--- src/rtl/quad_enc_pkg.sv ---
package quad_enc_pkg;
  typedef enum logic [1:0] {
    ENC_OFF  = 2'b00,
    ENC_CH2  = 2'b01,
    ENC_CH1  = 2'b10,
    ENC_BOTH = 2'b11
  } enc_mode_e;

  typedef struct packed {
    logic step;
    logic up;
  } step_t;
endpackage

--- src/rtl/quad_edge_det.sv ---
module quad_edge_det (
  input  logic clk_i,
  input  logic rst_ni,
  input  logic lvl_i,
  output logic edge_o
);
  logic prev_q;

  always_ff @(posedge clk_i or negedge rst_ni) begin
    if (!rst_ni) prev_q <= 1'b0;
    else         prev_q <= lvl_i;
  end

  assign edge_o = lvl_i ^ prev_q;
endmodule

--- src/rtl/quad_step_dec.sv ---
module quad_step_dec
  import quad_enc_pkg::*;
(
  input  logic       en_i,
  input  logic [1:0] mode_i,
  input  logic [1:0] lvl_i,   // [0] ch1, [1] ch2
  input  logic [1:0] edge_i,
  output step_t      step_o
);
  logic up1, up2;

  assign up1 = lvl_i[0] ^ lvl_i[1];
  assign up2 = ~(lvl_i[0] ^ lvl_i[1]);

  always_comb begin
    step_o = '0;
    if (en_i) begin
      unique case (enc_mode_e'(mode_i))
        ENC_CH2:  step_o = '{step: edge_i[1], up: up2};
        ENC_CH1:  step_o = '{step: edge_i[0], up: up1};
        ENC_BOTH: begin
          // simultaneous edges are not a legal quadrature transition
          if (edge_i == 2'b01)      step_o = '{step: 1'b1, up: up1};
          else if (edge_i == 2'b10) step_o = '{step: 1'b1, up: up2};
        end
        default:  step_o = '0;
      endcase
    end
  end
endmodule

--- src/rtl/quad_wrap_cnt.sv ---
module quad_wrap_cnt
  import quad_enc_pkg::*;
#(
  parameter int unsigned CNT_W = 16
) (
  input  logic             clk_i,
  input  logic             rst_ni,
  input  step_t            step_i,
  input  logic [CNT_W-1:0] arr_i,
  output logic [CNT_W-1:0] cnt_o,
  output logic             dir_o
);
  logic [CNT_W-1:0] cnt_q, cnt_d;
  logic             dir_q;

  always_comb begin
    cnt_d = cnt_q;
    if (step_i.step) begin
      if (step_i.up) cnt_d = (cnt_q == arr_i) ? '0 : cnt_q + CNT_W'(1);
      else           cnt_d = (cnt_q == '0) ? arr_i : cnt_q - CNT_W'(1);
    end
  end

  always_ff @(posedge clk_i or negedge rst_ni) begin
    if (!rst_ni) begin
      cnt_q <= '0;
      dir_q <= 1'b0;
    end else begin
      cnt_q <= cnt_d;
      if (step_i.step) dir_q <= ~step_i.up;
    end
  end

  assign cnt_o = cnt_q;
  assign dir_o = dir_q;
endmodule

--- src/rtl/quad_enc_counter.sv ---
module quad_enc_counter
  import quad_enc_pkg::*;
#(
  parameter int unsigned CNT_W = 16
) (
  input  logic             clk_i,
  input  logic             rst_ni,
  input  logic             en_i,
  input  logic [1:0]       mode_i,
  input  logic             ch1_i,
  input  logic             ch2_i,
  input  logic [CNT_W-1:0] arr_i,
  output logic [CNT_W-1:0] cnt_o,
  output logic             dir_o
);
  localparam int unsigned N_CH = 2;

  logic [N_CH-1:0] lvl, edg;
  step_t           step;

  assign lvl = {ch2_i, ch1_i};

  for (genvar g = 0; g < N_CH; g++) begin : g_edge
    quad_edge_det u_edge (
      .clk_i  (clk_i),
      .rst_ni (rst_ni),
      .lvl_i  (lvl[g]),
      .edge_o (edg[g])
    );
  end

  quad_step_dec u_dec (
    .en_i   (en_i),
    .mode_i (mode_i),
    .lvl_i  (lvl),
    .edge_i (edg),
    .step_o (step)
  );

  quad_wrap_cnt #(.CNT_W(CNT_W)) u_cnt (
    .clk_i  (clk_i),
    .rst_ni (rst_ni),
    .step_i (step),
    .arr_i  (arr_i),
    .cnt_o  (cnt_o),
    .dir_o  (dir_o)
  );
endmodule

--- config.mk ---
export PLATFORM = sky130hd
export DESIGN_NAME = quad_enc_counter
export DESIGN_NICKNAME = d
export VERILOG_FILES = /design/src/rtl/quad_enc_pkg.sv /design/src/rtl/quad_edge_det.sv /design/src/rtl/quad_step_dec.sv /design/src/rtl/quad_wrap_cnt.sv /design/src/rtl/quad_enc_counter.sv
export SDC_FILE = /design/constraint.sdc
export NUM_CORES = 1
export LEC_CHECK = 0
export ABC_AREA = 1
export ABC_CLOCK_PERIOD_IN_PS = 2300
export CAP_MARGIN = 10
export CORE_MARGIN = 1.5
export CORE_UTILIZATION = 40
export CTS_BUF_LIST = sky130_fd_sc_hd__clkbuf_16
export DETAILED_ROUTE_END_ITERATION = 10
export HOLD_SLACK_MARGIN = 0.05
export PLACE_DENSITY = 0.71
export SYNTH_ARGS = -nofsm -noshare
export SYNTH_HDL_FRONTEND = slang
export SYNTH_HIERARCHICAL = 1
export SYNTH_SLANG_ARGS = --single-unit
--- constraint.sdc ---
create_clock -name clk_i -period 2.3 [get_ports clk_i]
set_input_delay 0.46 -clock clk_i [delete_from_list [all_inputs] [get_ports clk_i]]
set_output_delay 0.46 -clock clk_i [all_outputs]
set_load 0.05 [all_outputs]
==> PnR_summary.wiki <==
{| class="wikitable"
! Metric !! Value
|-
| Final setup vio count || 0
|-
| CTS tree || yes
|-
| Die Span X || 83.5 µm
|-
| Final worst-path cycle share || 95.4%
|-
| Top FF cell, synth || dfrtp_1
|-
| Number of maximum-capacitance constraint violations || 0
|-
| Fraction of layout cells with a size suffix above 1 || 16.9%
|-
| Number of pins with negative max-slew slack in the final report || 0
|-
| Residual DRC || 0
|-
| Total routing resource utilization after global routing || 23.1%
|-
| Family with the most delay on the worst path || buffers and inverters
|-
| FFs w/ async S/R, synth || 100%
|-
| Antenna diode instance count || 0
|-
| Total number of clock tree sinks || 19
|-
| Adder and majority gate portion of the synthesized area || 2.41%
|-
| Netlist Area Pre-Place || 2590 µm²
|-
| Total via count in the routed design || 2979
|-
| Length in cells of the worst reg-to-reg path || 15
|-
| Synth Net Count || 481
|-
| Post-layout utilization of the core || 51.3%
|-
| Number of hold buffers added after CTS || 0
|-
| Num ports || 40
|-
| Status || finished clean
|-
| Post-Synth Simple-Gate Area || 52.8%
|-
| RSZ-0062 raised after global routing || no
|-
| Dpl hpwl || 5890 µm
|-
| Net count reported at finish || 532
|-
| Synth Area per Inst || 5.73 µm²
|-
| Clock slew at the register clock pins of the worst setup and hold paths || 50 ps
|-
| Routability congestion estimate || 0.912
|-
| Fraction of synthesized cell area taken by the top area cell type || 24.0%
|-
| Post-synthesis compound-gate area fraction || 7.18%
|-
| Buffers & Inverters on Critical Path || 1
|-
| Number of buffers inserted by port buffering || 39
|-
| Total negative slack || 0 ps
|-
| Maximum resistive drop on vdd || 0.727 mV
|-
| Number of antenna violations at the first check in global routing || 0
|-
| Sequential area share after synthesis || 18.3%
|-
| Worst path slowest cell || clkdlybuf4s50_1
|-
| DP Cell Count || 569
|-
| Data arrival time of the critical path || 1730 ps
|-
| Static Leakage || 1.73 nW
|-
| Vias in the first global route || 2898
|-
| Warnings from Yosys || 6
|-
| Cell types occupying the most area after synthesis || nand2_1 24%, dfrtp_1 18%, inv_1 8.2%, nand3_1 7.9%, nor2_1 7.2%
|-
| Routed wire length per instance || 13.5 µm
|-
| Final wirelength || 7830 µm
|-
| Stage delay of the slowest cell on the critical path || 890 ps
|-
| Category of the critical setup timing path || register to output pin
|-
| Pre-Repair DR Iteration Count || 5
|-
| Worst hold start || u_cnt/dir_o
|-
| Buffer cell driving the clock tree root || clkbuf_16
|-
| Remaining Overflow, GRT || 0
|-
| PD cells || 1110 nW/µm²
|-
| Cts bufs inserted || 3
|-
| Filler-free cell count of the finished design || 580
|-
| Initial core utilization || 41.1%
|-
| Fin. Hold Viols || 0
|-
| Crit path time final || 2190 ps
|-
| Number of routed nets with antenna violations || 0
|-
| Setup ws final || 106 ps
|-
| Worst setup skew after layout || 1.24 ps
|-
| Maximum number of pins on one net before global-route repair || 24
|-
| Worst-case headroom to the max-slew limit || 65.9%
|-
| Bufs on Longest Clock Path || 2
|-
| Placement Setup Slack || -317 ps
|-
| Class of the worst hold path || register to register
|-
| Design Power || 3.58 mW
|-
| Largest fanout on the critical path || 10
|-
| Data required, critical path || 1840 ps
|-
| Placeable core area || 6310 µm²
|-
| Number of synthesized register bits || 19
|-
| Number of rows in the core area || 29
|-
| Insertion delay of the later-clocked pin in the worst-skew pair || 250 ps
|-
| Cell depth of the worst min-delay path || 2
|-
| Highest attainable clock frequency || 0.456 GHz
|-
| Ranking of synthesized cells by instance count || 166 x nand2_1, 57 x inv_1, 50 x nor2_1
|-
| Slew of the pin with the lowest slew margin || 510 ps
|-
| Die extent in y || 83.5 µm
|-
| Vias per Instance || 5.14
|-
| Worst hold path endpoint || u_cnt/dir_o
|-
| Number of levels the H-tree was split into || 1
|-
| Area growth from synthesis to layout || 24.7%
|-
| Combinational family with the most area after synthesis || simple AND/OR/NAND/NOR gates
|-
| Register-to-Register Setup Slack || 250 ps
|-
| Largest area contributor in the synthesized netlist || nand2_1
|-
| Number of DRC markers in iteration 0 || 343
|-
| Wire length of the first global-routing pass || 13400 µm
|-
| CP Capture Type || output pin
|-
| Count of distinct cell types in the synthesized netlist || 29
|-
| Number of instances in the synthesized netlist || 453
|-
| Proportion of synthesized area in mux cells || 0%
|-
| Worst flop-to-flop path endpoint || u_cnt/cnt_o[8]
|-
| Area share of xor/xnor cells in the synthesized design || 2.70%
|-
| Startpoint kind of the worst setup timing path || register
|-
| Die outline area || 6980 µm²
|-
| Most frequent cell after synthesis || nand2_1
|-
| Launching point of the worst reg2reg path || g_edge[1].u_edge/prev_q
|-
| Number of enable-type register cells in the synthesized netlist || 0
|-
| Sequence of cells on the critical path || clkdlybuf4s50_1
|}
worst max-delay path by stage:
| stage | startpoint | endpoint | slack [ps] | cells past startpoint |
|---|---|---|---|---|
| after floorplan | ch1_i | u_cnt/cnt_o[6] | 220 | 14 |
| after global placement | ch1_i | u_cnt/cnt_o[6] | -190 | 13 |
| after detailed placement | ch1_i | u_cnt/cnt_o[6] | -320 | 13 |
| after CTS | ch1_i | u_cnt/cnt_o[1] | 40 | 14 |
| after global routing | u_cnt/cnt_o[8] | cnt_o[8] | 60 | 1 |
| final | u_cnt/cnt_o[8] | cnt_o[8] | 110 | 1 |
flip-flops by register name, summed over array words and instances (netlist names):
name and cells:
g_edge.u_edge/prev_q 2, u_cnt/cnt_o 16, u_cnt/dir_o 1
kinds of logic after synthesis:
group	after synthesis
flops	19
compound gates	31
fa+ha+maj	5
buf+inv	89
simple gates	301
xor+xnor	8
layer usage:
layer / part of all wire (%) / wire length (µm) / vias up / track usage (%)
li1: - / - / 1485 / -
met1: 44 / 3450 / 1352 / 31.4
met3: 8.0 / 623 / 21 / 3.26
met5: 0 / 0 / - / 0
met4: 2.8 / 219 / 0 / 9.69
met2: 45 / 3540 / 121 / 36.9
what timing repair did:
action / CTS / global route
setup endpoints to repair: 3 / 17
gates cloned: 0 / 1
pin swaps: 0 / 2
setup buffers: 0 / 6
resized for setup: 2 / 12
per-stage QoR:
stage                     instance area (µm²)  hold WS [ps]
final                                    3240           480
after global routing                     3240           500
after CTS                                3150           487
after detailed placement                 3060           472
after global placement                   3060           466
after floorplan                          2590           164
report_power, final:
part,switching [mW],total (mW),internal (mW)
clock network,0.128,0.359,0.232
registers,0.291,0.746,0.456
logic,1.62,2.48,0.860
worst reg2reg max path, delay by kind of cell (launching register included):
kind / cells / cell delay, ps
adder cells (fa/ha/maj): 1 / 190
buffers and inverters: 4 / 390
AND/OR/NAND/NOR: 7 / 590
AO/OA/AOI/OAI: 3 / 400
flip-flops: 1 / 380
layout make-up:
cell class | count | area [µm²]
clock buffers | 3 | 75.1
clock inverters | 1 | 3.75
fillers | 664 | 3080
inverters | 67 | 256
multi-input cells | 345 | 1720
flip-flops and latches | 19 | 475
well taps | 77 | 96.3
repair buffers | 67 | 604
repair inverters | 1 | 7.51
placed cells by master, fill, tap and decap left out, drive strengths merged, types with 2 or more instances in the layout:
cell type	count
nand2	176
inv	68
nor2	65
nand3	46
clkdlybuf4s50	35
buf	30
dfrtp	19
o21ai	15
a21oi	12
xor2	8
nand4	7
ha	5
nor3	4
clkbuf	3
o211ai	3
dlymetal6s2s	2
nand3b	2
(Power assumes the default switching activity.)
